--- config.mk ---
export PLATFORM = sky130hd
export DESIGN_NAME = isr_unit
export DESIGN_NICKNAME = d
export VERILOG_FILES = /design/src/rtl/isr_pkg.sv /design/src/rtl/isr_cmd_ctl.sv /design/src/rtl/isr_status_bank.sv /design/src/rtl/isr_irq_ctl.sv /design/src/rtl/isr_unit.sv
export SDC_FILE = /design/constraint.sdc
export NUM_CORES = 1
export LEC_CHECK = 0
export BUFFER_PORTS_ARGS = -buffer_cell sky130_fd_sc_hd__buf_2
export CAP_MARGIN = 15
export CELL_PAD_IN_SITES_DETAIL_PLACEMENT = 1
export CELL_PAD_IN_SITES_GLOBAL_PLACEMENT = 1
export CORE_MARGIN = 2
export CORE_UTILIZATION = 34
export DETAILED_ROUTE_END_ITERATION = 6
export PLACE_DENSITY_LB_ADDON = 0.25
export SKIP_LAST_GASP = 1
export SYNTH_ARGS = -nofsm -noshare
export SYNTH_HDL_FRONTEND = slang
export SYNTH_SLANG_ARGS = --single-unit
--- constraint.sdc ---
create_clock -name clk -period 1.5 [get_ports clk]
set_input_delay 0.15 -clock clk [delete_from_list [all_inputs] [get_ports clk]]
set_output_delay 0.15 -clock clk [all_outputs]
set_load 0.005 [all_outputs]
--- src/rtl/isr_pkg.sv ---
package isr_pkg;

    typedef enum logic [1:0] {
        SEL_CMD  = 2'd0,
        SEL_STAT = 2'd1,
        SEL_MASK = 2'd2,
        SEL_NONE = 2'd3
    } reg_sel_e;

    typedef enum logic {
        RUN_IDLE   = 1'b0,
        RUN_ACTIVE = 1'b1
    } run_state_e;

    typedef enum logic {
        IRQ_QUIET  = 1'b0,
        IRQ_RAISED = 1'b1
    } irq_state_e;

    localparam int CMD_STOP_POS  = 0;
    localparam int CMD_START_POS = 1;
    localparam int CMD_XFER_LO   = 3;
    localparam int CMD_XFER_W    = 3;
    localparam logic [CMD_XFER_W-1:0] CMD_XFER_SAFE = 3'd4;

endpackage

--- src/rtl/isr_cmd_ctl.sv ---
module isr_cmd_ctl
    import isr_pkg::*;
(
    input  logic                  clk,
    input  logic                  rst_n,
    input  logic                  cmd_wr,
    input  logic                  cmd_stop,
    input  logic                  cmd_start,
    input  logic [CMD_XFER_W-1:0] cmd_xfer,
    output logic                  stop_q,
    output logic                  start_q,
    output logic [CMD_XFER_W-1:0] xfer_q,
    output logic                  rst_flag_q
);

    run_state_e run_q;
    run_state_e run_d;
    logic       launch;
    logic       rst_flag_d;

    // state register
    always_ff @(posedge clk) begin
        if (!rst_n) run_q <= RUN_IDLE;
        else        run_q <= run_d;
    end

    // next state: launch / halt on command writes
    always_comb begin
        run_d = run_q;
        if (cmd_wr) begin
            unique case (run_q)
                RUN_IDLE:   run_d = cmd_start ? RUN_ACTIVE : RUN_IDLE;
                RUN_ACTIVE: run_d = cmd_start ? RUN_ACTIVE : RUN_IDLE;
                default:    run_d = RUN_IDLE;
            endcase
        end
    end

    // outputs derived from the run state
    always_comb begin
        start_q = (run_q == RUN_ACTIVE);
        launch  = cmd_wr && cmd_start && (run_q == RUN_IDLE);
    end

    // reset status bit: start edge overrides stop in the same write
    always_comb begin
        rst_flag_d = rst_flag_q;
        if (launch)
            rst_flag_d = 1'b0;
        else if (cmd_wr && cmd_stop)
            rst_flag_d = 1'b1;
    end

    always_ff @(posedge clk) begin
        if (!rst_n) begin
            stop_q     <= 1'b1;
            xfer_q     <= CMD_XFER_SAFE;
            rst_flag_q <= 1'b1;
        end else begin
            rst_flag_q <= rst_flag_d;
            if (cmd_wr) begin
                stop_q <= cmd_stop;
                xfer_q <= (cmd_xfer == '0) ? CMD_XFER_SAFE : cmd_xfer;
            end
        end
    end

endmodule

--- src/rtl/isr_status_bank.sv ---
module isr_status_bank #(
    parameter int N_SRC = 7
) (
    input  logic             clk,
    input  logic             rst_n,
    input  logic             ack_wr,
    input  logic [N_SRC-1:0] ack_bits,
    input  logic [N_SRC-1:0] evt,
    output logic [N_SRC-1:0] pend_q,
    output logic [N_SRC-1:0] pend_d
);

    // one identical set/clear cell per source; a new event beats an acknowledge
    for (genvar i = 0; i < N_SRC; i++) begin : g_cell
        assign pend_d[i] = evt[i] | (pend_q[i] & ~(ack_wr & ack_bits[i]));
    end

    always_ff @(posedge clk) begin
        if (!rst_n) pend_q <= '0;
        else        pend_q <= pend_d;
    end

endmodule

--- src/rtl/isr_irq_ctl.sv ---
module isr_irq_ctl
    import isr_pkg::*;
#(
    parameter int N_SRC = 7
) (
    input  logic             clk,
    input  logic             rst_n,
    input  logic             mask_wr,
    input  logic [N_SRC-1:0] mask_wdata,
    input  logic [N_SRC-1:0] pend_d,
    output logic [N_SRC-1:0] mask_q,
    output logic             irq
);

    irq_state_e state_q;
    irq_state_e state_d;
    logic [N_SRC-1:0] mask_d;
    logic             hit;

    assign mask_d = mask_wr ? mask_wdata : mask_q;
    assign hit    = |(pend_d & mask_d);

    always_ff @(posedge clk) begin
        if (!rst_n) mask_q <= '0;
        else        mask_q <= mask_d;
    end

    // state register
    always_ff @(posedge clk) begin
        if (!rst_n) state_q <= IRQ_QUIET;
        else        state_q <= state_d;
    end

    // next state: assert / release
    always_comb begin
        state_d = state_q;
        unique case (state_q)
            IRQ_QUIET:  if (hit)  state_d = IRQ_RAISED;
            IRQ_RAISED: if (!hit) state_d = IRQ_QUIET;
            default:    state_d = IRQ_QUIET;
        endcase
    end

    // output process
    always_comb begin
        irq = (state_q == IRQ_RAISED);
    end

endmodule

--- src/rtl/isr_unit.sv ---
module isr_unit
    import isr_pkg::*;
#(
    parameter int DATA_W = 8
) (
    input  logic              clk,
    input  logic              rst_n,
    input  logic              reg_wr,
    input  logic [1:0]        reg_sel,
    input  logic [DATA_W-1:0] reg_wdata,
    output logic [DATA_W-1:0] reg_rdata,
    input  logic [DATA_W-2:0] evt_in,
    output logic              irq
);

    localparam int N_SRC = DATA_W - 1;

    reg_sel_e              sel;
    logic                  wr_cmd, wr_stat, wr_mask;
    logic                  stop_q, start_q, rst_flag_q;
    logic [CMD_XFER_W-1:0] xfer_q;
    logic [N_SRC-1:0]      pend_q, pend_d, mask_q;
    logic                  unused_wbits;

    assign sel     = reg_sel_e'(reg_sel);
    assign wr_cmd  = reg_wr && (sel == SEL_CMD);
    assign wr_stat = reg_wr && (sel == SEL_STAT);
    assign wr_mask = reg_wr && (sel == SEL_MASK);
    assign unused_wbits = reg_wdata[DATA_W-1];

    isr_cmd_ctl u_cmd (
        .clk        (clk),
        .rst_n      (rst_n),
        .cmd_wr     (wr_cmd),
        .cmd_stop   (reg_wdata[CMD_STOP_POS]),
        .cmd_start  (reg_wdata[CMD_START_POS]),
        .cmd_xfer   (reg_wdata[CMD_XFER_LO +: CMD_XFER_W]),
        .stop_q     (stop_q),
        .start_q    (start_q),
        .xfer_q     (xfer_q),
        .rst_flag_q (rst_flag_q)
    );

    isr_status_bank #(.N_SRC(N_SRC)) u_bank (
        .clk      (clk),
        .rst_n    (rst_n),
        .ack_wr   (wr_stat),
        .ack_bits (reg_wdata[N_SRC-1:0]),
        .evt      (evt_in),
        .pend_q   (pend_q),
        .pend_d   (pend_d)
    );

    isr_irq_ctl #(.N_SRC(N_SRC)) u_irq (
        .clk        (clk),
        .rst_n      (rst_n),
        .mask_wr    (wr_mask),
        .mask_wdata (reg_wdata[N_SRC-1:0]),
        .pend_d     (pend_d),
        .mask_q     (mask_q),
        .irq        (irq)
    );

    always_comb begin
        reg_rdata = '0;
        unique case (sel)
            SEL_CMD: begin
                reg_rdata[CMD_STOP_POS]                = stop_q;
                reg_rdata[CMD_START_POS]               = start_q;
                reg_rdata[CMD_XFER_LO +: CMD_XFER_W]   = xfer_q;
            end
            SEL_STAT: reg_rdata = {rst_flag_q, pend_q};
            SEL_MASK: reg_rdata = {1'b0, mask_q};
            default:  reg_rdata = '0;
        endcase
    end

endmodule

# Word-level counts from Yosys, hierarchy flattened
# Cells that the tools add are included.
dict set report word_totals {
  reg_bits 21
  latchBits 0
  ramBits 0
  mem_bits_ro 0
  output_inout_bits 9
  wordCells 59
  mem_count 0
}
dict set report op_classes {
  add_sub_neg 0
  multipliers 0
  div 0
  order_cmp 0
  n_eq_ne 2
  shift 0
  n_mux 10
  bitwise 30
  n_reduce_logical 10
}
# op n
set ops {}
lappend ops {{$and 1x1->1} 14}
lappend ops {{$pmux 3 s3} 1}
lappend ops {{$not 1->1} 8}
lappend ops {{$and 7x7->7} 1}
lappend ops {{$mux 7} 1}
lappend ops {{$or 1x1->1} 7}
lappend ops {{$reduce_or 7->1} 1}
lappend ops {{$logic_and 1x1->1} 6}
lappend ops {{$pmux 2 s3} 1}
lappend ops {{$mux 1} 4}
lappend ops {{$pmux 2 s2} 1}
lappend ops {{$logic_not 3->1} 1}
lappend ops {{$mux 3} 1}
lappend ops {{$eq 2x1->1 const B} 1}
lappend ops {{$eq 2x2->1 const B} 1}
lappend ops {{$logic_not 2->1} 1}
lappend ops {{$pmux 1 s2} 1}
lappend ops {{$reduce_bool 2->1} 1}

# Logic depth before layout (Yosys ltp)
# Gate-level depths: netlist of run 1.
dict set report logic_depth {
  ltp_word 9
  depth_mapped 7
  ltp_nobuf 6
}

# By module
# A second synthesis of run 1 with hierarchy kept.
dict set report unflattened {
  hier_cells 115
  area_unflattened_um2 1112.3
}
# mod instances cells_each area_per_inst_um2 seq_area_each_um2
set modules_own_cells {}
lappend modules_own_cells {isr_irq_ctl 1 33 354.1 160.2}
lappend modules_own_cells {isr_status_bank 1 35 324.1 140.1}
lappend modules_own_cells {isr_cmd_ctl 1 22 241.5 120.1}
lappend modules_own_cells {isr_unit 1 25 192.7 0.0}

# Worst setup path after synthesis of run 1
# OpenSTA, ideal clock, no wires.
dict set report synth_timing {
  path_type {input port to flip-flop}
  startpoint {input port reg_sel[0]}
  endpoint {register u_irq.state_q (netlist: u_irq.irq)}
  setup_time_ps 125
  t_arrival_ps 1295
  required_ps 1375
  slack_ps 80
  path_stages 7
  cell_sequence {inv_1 -> ha_1 -> buf_6 -> nand2_8 -> mux2i_1 -> o22ai_1 -> o41a_1}
}
dict set report synth_between {
  elab_chain_len 9
  word_cells_on_any_way 36
  classes_between {eq/ne: 2; mux: 2; bitwise: 29; reduce/logical: 3}
}
# element line_no
set synth_rtl {}
lappend synth_rtl {{start, declared} isr_unit.sv:9} ;# input logic [1:0] reg_sel,
lappend synth_rtl {{$eq 2x1->1} isr_unit.sv:27} ;# assign wr_stat = reg_wr && (sel == SEL_STAT);
lappend synth_rtl {{$logic_and 1x1->1} isr_unit.sv:27}
lappend synth_rtl {{$and 1x1->1} isr_status_bank.sv:15} ;# assign pend_d[i] = evt[i] | (pend_q[i] & ~(ack_wr & ack_bits[i]));
lappend synth_rtl {{$not 1->1} isr_status_bank.sv:15}
lappend synth_rtl {{$and 1x1->1} isr_status_bank.sv:15}
lappend synth_rtl {{$or 1x1->1} isr_status_bank.sv:15}
lappend synth_rtl {{$and 7x7->7 (*)} isr_irq_ctl.sv:21} ;# assign hit = |(pend_d & mask_d);
lappend synth_rtl {{$reduce_or 7->1 (*)} isr_irq_ctl.sv:21}
lappend synth_rtl {{$mux 1 (*)} {isr_irq_ctl.sv:38, isr_irq_ctl.sv:39}}
lappend synth_rtl {{end signal, assigned} isr_irq_ctl.sv:31} ;# else state_q <= state_d;
lappend synth_rtl {{end, declared} isr_irq_ctl.sv:15} ;# irq_state_e state_q;
# Every way passes the cells marked *; elsewhere a longest branch is shown, timed or not.
# A chain may end at the register's enable or synchronous reset.

# Worst setup path after layout of run 1
dict set report layout_timing {
  startpoint {input port reg_sel[1]}
  endpoint {output port reg_rdata[5]}
}
dict set report layout_between {
  elab_chain_len 2
  word_cells_on_any_way 4
  classes_between {eq/ne: 2; mux: 1; reduce/logical: 1}
}
# element line_no
set layout_rtl {}
lappend layout_rtl {{$eq 2x2->1 (tied with other cells)} isr_unit.sv:66} ;# unique case (sel)
lappend layout_rtl {{$pmux 3 s3 (*)} isr_unit.sv:66}
lappend layout_rtl {{end, declared} isr_unit.sv:11} ;# output logic [DATA_W-1:0] reg_rdata,
# Marked as above.

==> results of run 1 <==
[kinds of logic after synthesis]
logic type / after synthesis / synth area share (%)
AO/OA/AOI/OAI: 25 / 17.1
adder cells (fa/ha/maj): 4 / 4.81
buffers and inverters: 9 / 6.14
flip-flops: 21 / 40.4
multiplexers: 7 / 6.74
AND/OR/NAND/NOR: 44 / 24.8
[path summary, 6_finish.rpt]
kind | cells past startpoint | end
max | 8 | reg_rdata[5]
max reg2reg | 3 | u_irq.irq$_SDFF_PN0_
min | 3 | u_bank.pend_q[1]$_SDFF_PN0_
min reg2reg | 2 | u_cmd.xfer_q[1]$_SDFFE_PN0N_
[layer usage]
layer  up-vias  part of all wire (%)
li1        477                     -
met1       499                    47
met2        18                    49
met3         2                   3.3
met4         0                  0.84
met5         -                     0
[power breakdown]
| part | leakage [nW] | internal, mW | switching [mW] |
|---|---|---|---|
| combinational | 0.427 | 0.109 | 0.108 |
| clock | 0.0177 | 0.0993 | 0.174 |
| sequential | 0.173 | 0.587 | 0.0158 |
[metrics by stage]
stage	power (mW)	hold WS (ps)	std cells	setup TNS [ps]	instance area, um2
6_report	1.09	99.1	183	0	1320
5_1_grt	1.16	111	183	0	1320
4_1_cts	1.10	101	183	0	1310
3_5_place_dp	0.830	419	179	-840	1280
3_3_place_gp	0.822	397	179	-359	1280
2_1_floorplan	0.728	298	110	0	1040
[final cells by class]
cell class | instances | share of cell area [%]
Timing Repair Buffer | 43 | 19.6
Tap cell | 33 | 3.14
Sequential cell | 21 | 32.0
Inverter | 2 | 0.571
Clock buffer | 3 | 1.71
Multi-Input combinational cell | 80 | 42.6
Clock inverter | 1 | 0.381
[flip-flops by register name, indices dropped and copies added, names as in the netlist]
name and count:
u_bank.pend_q 7, u_cmd.rst_flag_q 1, u_cmd.start_q 1, u_cmd.stop_q 1, u_cmd.xfer_q 3, u_irq.irq 1, u_irq.mask_q 7
[synth_stat cells]
| library cell | count |
|---|---|
| nand2_8 | 1 |
| a21boi_0 | 3 |
| nand2_1 | 5 |
| o22ai_1 | 3 |
| a21oi_1 | 7 |
| nand3_1 | 11 |
| and2b_2 | 1 |
| inv_1 | 2 |
| clkbuf_1 | 3 |
| nor2_1 | 7 |
| nor3_1 | 1 |
| mux2i_1 | 7 |
| ha_1 | 4 |
| a21oi_2 | 1 |
| and3_1 | 1 |
| nand3_2 | 1 |
| a22oi_1 | 2 |
| o41a_1 | 1 |
| and2b_1 | 5 |
| a222oi_1 | 5 |
| nor3b_1 | 1 |
| o21ai_0 | 2 |
| dfxtp_1 | 21 |
| nor2b_1 | 10 |
| buf_6 | 4 |
| a31oi_1 | 1 |
[repair_timing]
item	in CTS	in global routing
hold buffers	0	0
buffers inserted	0	0
hold endpoints to repair	0	0
pin swaps	0	4
setup endpoints to repair	5	5
resized for setup	1	3
cloned	0	0
[worst reg2reg max path: cells and delay by family (launching register included)]
family | cells | cell delay [ps]
compound gates | 3 | 740
flops | 1 | 340
==> metrics.txt, run 1 <==
Net Count, Synth=roughly 130; Syn-to-layout area delta=26.5%; Vias=996; Crit path top cell by count=buf_4; RSZ-0062 raised after global routing=false; fin util=between 40% and 50%; Die Ht=between 50 and 60 um; dpl ws=-203 ps; most common cell after layout, fill and taps aside=buf_2; required time of the critical path=approximately 1400 ps; CP arrival=~1300 ps; DRT Pass-1 Iters=4; Final nets=175; CP startpoint=reg_sel[1]; port bufs=27; layout cell share with drive strength beyond 1=between 30 and 40%; grt met3 use=around 2.2%; Yosys warning count=0; final hold vios=0; clk slew on worst S/H paths=roughly 120 ps; Clk Latency, worst-skew pair=~300 ps; VDD IR max=~0.00041 V; Leak=between 0.6 and 0.7 nW; Initial DRC Count=40; placed wire-length estimate=around 2.2 mm; Yosys top cell area share=roughly two fifths; min cycle time layout=1410 ps; crit-path max FO=6; Core Area=about 0.0030 mm2; Avg Inst Size Synth=roughly 9.5 um2; Starting Density=about a third; post-synthesis sequential area ratio=around 40%; first-pass GRT wire length=4.89 mm; CP Capture Type=output port; Slew Viols, Final=0; final wirelength=2.97 mm; Hold Path Class=primary input to register; worst setup margin=89.0 ps; top post-synthesis cells by area=dfxtp_1 40%, mux2i_1 6.7%, nor2b_1 6.0%; Most Crowded Layer GR=met2; measured slew at the worst slew-check pin=around 340 ps; Top delay family on crit path=buffers and inverters; clk sink count=21; vias per cell=around 5.4; grt ovf=0; largest stage delay on the critical path=a little under 300 ps; CTS root buf=clkbuf_4; area taken by multi-input logic gates=between 500 and 600 um2; Fillers=approximately 350; max-cap violations=0; Seq cells post-synth=21; fmax=~0.71 GHz; Gate Count Post-Synth=110; Antenna Cells=0; R2R setup slack=about 340 ps; status=finished clean; Hold Path Origin=evt_in[1]; CTS tree=done; Critical Path Slowest Stage Cell=a222oi_1; Final period util=a little over nine tenths; skew final=roughly 8.1 ps; most frequent cells in the layout=26 x buf_2, 21 x dfxtp_1, 17 x buf_4; Finish-stage setup viols=0; CP cell instances=buf_4 > inv_2 > ha_2 > buf_4 > buf_4 > a222oi_1 > nor2_1 > buf_2; Bufs and invs on worst path=5; vias in the first global route=between 1,000 and 1,500; Global Route Usage Sum=about a fifth; drt drc=0; Final GP Congestion=approximately 0.81; Yosys cell types=26; IO Count=29; Worst setup SP type=primary input; Register Area=420 um2; Slew headroom=between 70% and 80%; initial antenna violation count=0; Power Density=slightly above 800 mW/mm2; Post-Syn Area=just over 0.001 mm2; die width=about 60 um; die footprint=approximately 0.0035 mm2; met2 usage=31.6%; Row Count=20; cell taking the most area after synthesis=dfxtp_1; RR Startpoint=u_bank.pend_q[2]$_SDFF_PN0_; Post-DRT Antenna Nets=0; Routed WL per cell=~16 um; clock buffer depth=2; clock buffer count from CTS=3; H-tree level count=1; largest net degree at the start of global routing=22; CP Class=primary input to output port; met1 Use GR=about 25%
Note: power is estimated with default switching activity, not from simulation.
==> run 2, diff against run 1 <==
ABC_AREA = 1   (was not set)
CORE_UTILIZATION = 32   (was 34)
PLACE_DENSITY_LB_ADDON = 0.1   (was 0.25)
==> metrics.txt, run 2 <==
drt drc=0 (unchanged); Seq cells post-synth=21 (unchanged); Slew headroom=83.1% (+5.6 points); Post-DP Area=0.00134 mm2 (+4.4%); layout cell share with drive strength beyond 1=22.4% (-14 points); Power Density=809 mW/mm2 (-2.7%); RSZ-0062 raised after global routing=false; clock buffer depth=2 (unchanged); max-cap violations=0 (unchanged); Final nets=226 (+29%); CP Capture Type=output port; largest net degree at the start of global routing=16 (-27%); post-synthesis sequential area ratio=37.3% (-3.1 points); Post-DRT Antenna Nets=0 (unchanged); Gate Count Post-Synth=169 (+54%); grt ovf=0 (unchanged); fmax=0.810 GHz (+14%); Antenna Cells=0 (unchanged); CP arrival=1080 ps (-180 ps); Yosys warning count=0 (unchanged); Post-CTS Setup Inserts=0 (unchanged); min cycle time layout=1230 ps (-176 ps); Initial DRC Count=40 (unchanged); ys flop type=dfxtp_1; status=finished clean; crit-path max FO=10 (+4); Post-Syn Area=0.00113 mm2 (+8.3%); measured slew at the worst slew-check pin=254 ps (-83.8 ps); Setup TNS=0 ps (unchanged); Slew Viols, Final=0 (unchanged); Fillers=483 (+37%); port bufs=27 (unchanged); H-tree level count=1 (unchanged); CP Class=primary input to output port; CTS tree=done; Hold Path Class=primary input to register; IO Count=29 (unchanged); CP startpoint=reg_sel[0]; Syn-to-layout area delta=21.1%; hold buffers post-CTS=0 (unchanged); Global Route Usage Sum=17.1% (-1.9 points); most common cell after layout, fill and taps aside=nand2_1; DRT Pass-1 Iters=4 (unchanged); RR Startpoint=u_irq.mask_q[1]$_SDFF_PN0_; Leak=0.724 nW (+17%); Finish-stage setup viols=0 (unchanged); Final GP Congestion=0.757 (-6.2%); commonest cells in the netlist=63 x nand2_1, 21 x dfxtp_1, 21 x inv_1; Yosys top cell area share=37.3% (-3.1 points); Die Ht=63.3 um (+6.8%); top post-synthesis cells by area=dfxtp_1 37%, nand2_1 21%, nand3_1 7.6%; Hold Path Origin=evt_in[1]; design area=0.00136 mm2 (+3.7%); Routed WL per cell=12.4 um (-23%); Largest regs=u_bank.pend_q (7), u_irq.mask_q (7), u_cmd.xfer_q (3); skew final=9.77 ps (+1.66 ps); clk slew on worst S/H paths=130 ps (about the same); most frequent cells in the layout=63 x nand2_1, 27 x buf_2, 21 x inv_1, 21 x dfxtp_1, 17 x nand3_1; final hold vios=0 (unchanged); final wirelength=3.07 mm (+3.5%); VDD IR max=0.000432 V (+5.9%); Final period util=82.3% (-12 points); required time of the critical path=1350 ps (about the same); die width=63.3 um (+6.8%); CTS root buf=clkbuf_4; first-pass GRT wire length=5.27 mm (+7.7%); initial antenna violation count=0 (unchanged); Synth async-reset ratio=0% (unchanged); Row Count=21 (+5.0%); die footprint=0.00401 mm2 (+14%); clock buffer count from CTS=3 (unchanged); Clk Latency, worst-skew pair=310 ps (about the same); placed wire-length estimate=2.40 mm (+9.4%); Starting Density=33.5% (-1.4 points); most common cell in the netlist=nand2_1; PostCTS Resize Cnt=0 (-1); vias per cell=4.54 (-17%); Net Count, Synth=193 (+44%); Avg Inst Size Synth=6.66 um2 (-30%); clk sink count=21 (unchanged); Post-synth EDFFs=0 (unchanged); cell taking the most area after synthesis=dfxtp_1; Worst setup SP type=primary input; Core Area=0.00336 mm2 (+13%); Yosys cell types=20 (-23%); vias in the first global route=1,152 (+13%); Vias=1,121 (+13%)
run 2: kinds of logic after synthesis:
kind of cell	count (synthesis)	synth area share, %
AO/OA/AOI/OAI	22	12.0
adder cells (fa/ha/maj)	4	4.44
flip-flops	21	37.3
AND/OR/NAND/NOR	95	35.2
buffers and inverters	27	11.0
run 2: path summary, 6_finish.rpt:
kind	end	slack, ps	cells past startpoint
worst max-delay path	reg_rdata[1]	270	9
worst max register to register	u_irq.irq$_SDFF_PN0_	630	6
worst min-delay path	u_bank.pend_q[1]$_SDFF_PN0_	50	3
worst min register to register	u_bank.pend_q[6]$_SDFF_PN0_	500	2
run 2: per-stage QoR:
| step | utilization, % | setup WS [ps] | power [mW] | hold slack (ps) | instances |
|---|---|---|---|---|---|
| after floorplan | - | 408 | 0.741 | 234 | 169 |
| after global placement | 39.7 | 195 | 0.826 | 374 | 243 |
| after detailed placement | 39.7 | 180 | 0.833 | 387 | 243 |
| after CTS | 40.6 | 228 | 1.12 | 49.5 | 247 |
| after global routing | 40.6 | 100 | 1.18 | 49.7 | 247 |
| final | 40.6 | 265 | 1.10 | 45.3 | 247 |
run 2: layout make-up:
type                    instances  area (um2)  share of cell area, %
clock inverters                 1        5.00                  0.367
clock buffers                   3        22.5                   1.65
repair buffers                 32         185                   13.6
flip-flops and latches         21         420                   30.8
well taps                      46        57.6                   4.22
multi-input cells             121         582                   42.7
inverters                      23        91.3                   6.70
run 2: where the power goes:
group	switching (mW)	total, mW	leakage [nW]	internal [mW]
sequential	0.0151	0.604	0.173	0.589
combinational	0.126	0.213	0.533	0.0867
clock	0.186	0.286	0.0177	0.0997
total	0.328	1.10	0.724	0.775
run 2: per-layer routing:
| metal | wire length (um) | global-route usage, % | vias to the layer above |
|---|---|---|---|
| li1 | - | - | 592 |
| met1 | 1430 | 22.3 | 509 |
| met2 | 1520 | 28.8 | 16 |
| met3 | 74 | 2.32 | 4 |
| met4 | 45 | 5.71 | 0 |
| met5 | 0 | 0 | - |
run 2: worst max-delay path, stage by stage:
cell and delay (ps):
buf_2 120, inv_1 80, ha_1 210, buf_4 190, nand2_1 70, nand3_1 70, nand2_1 50, inv_1 50
buf_2 100
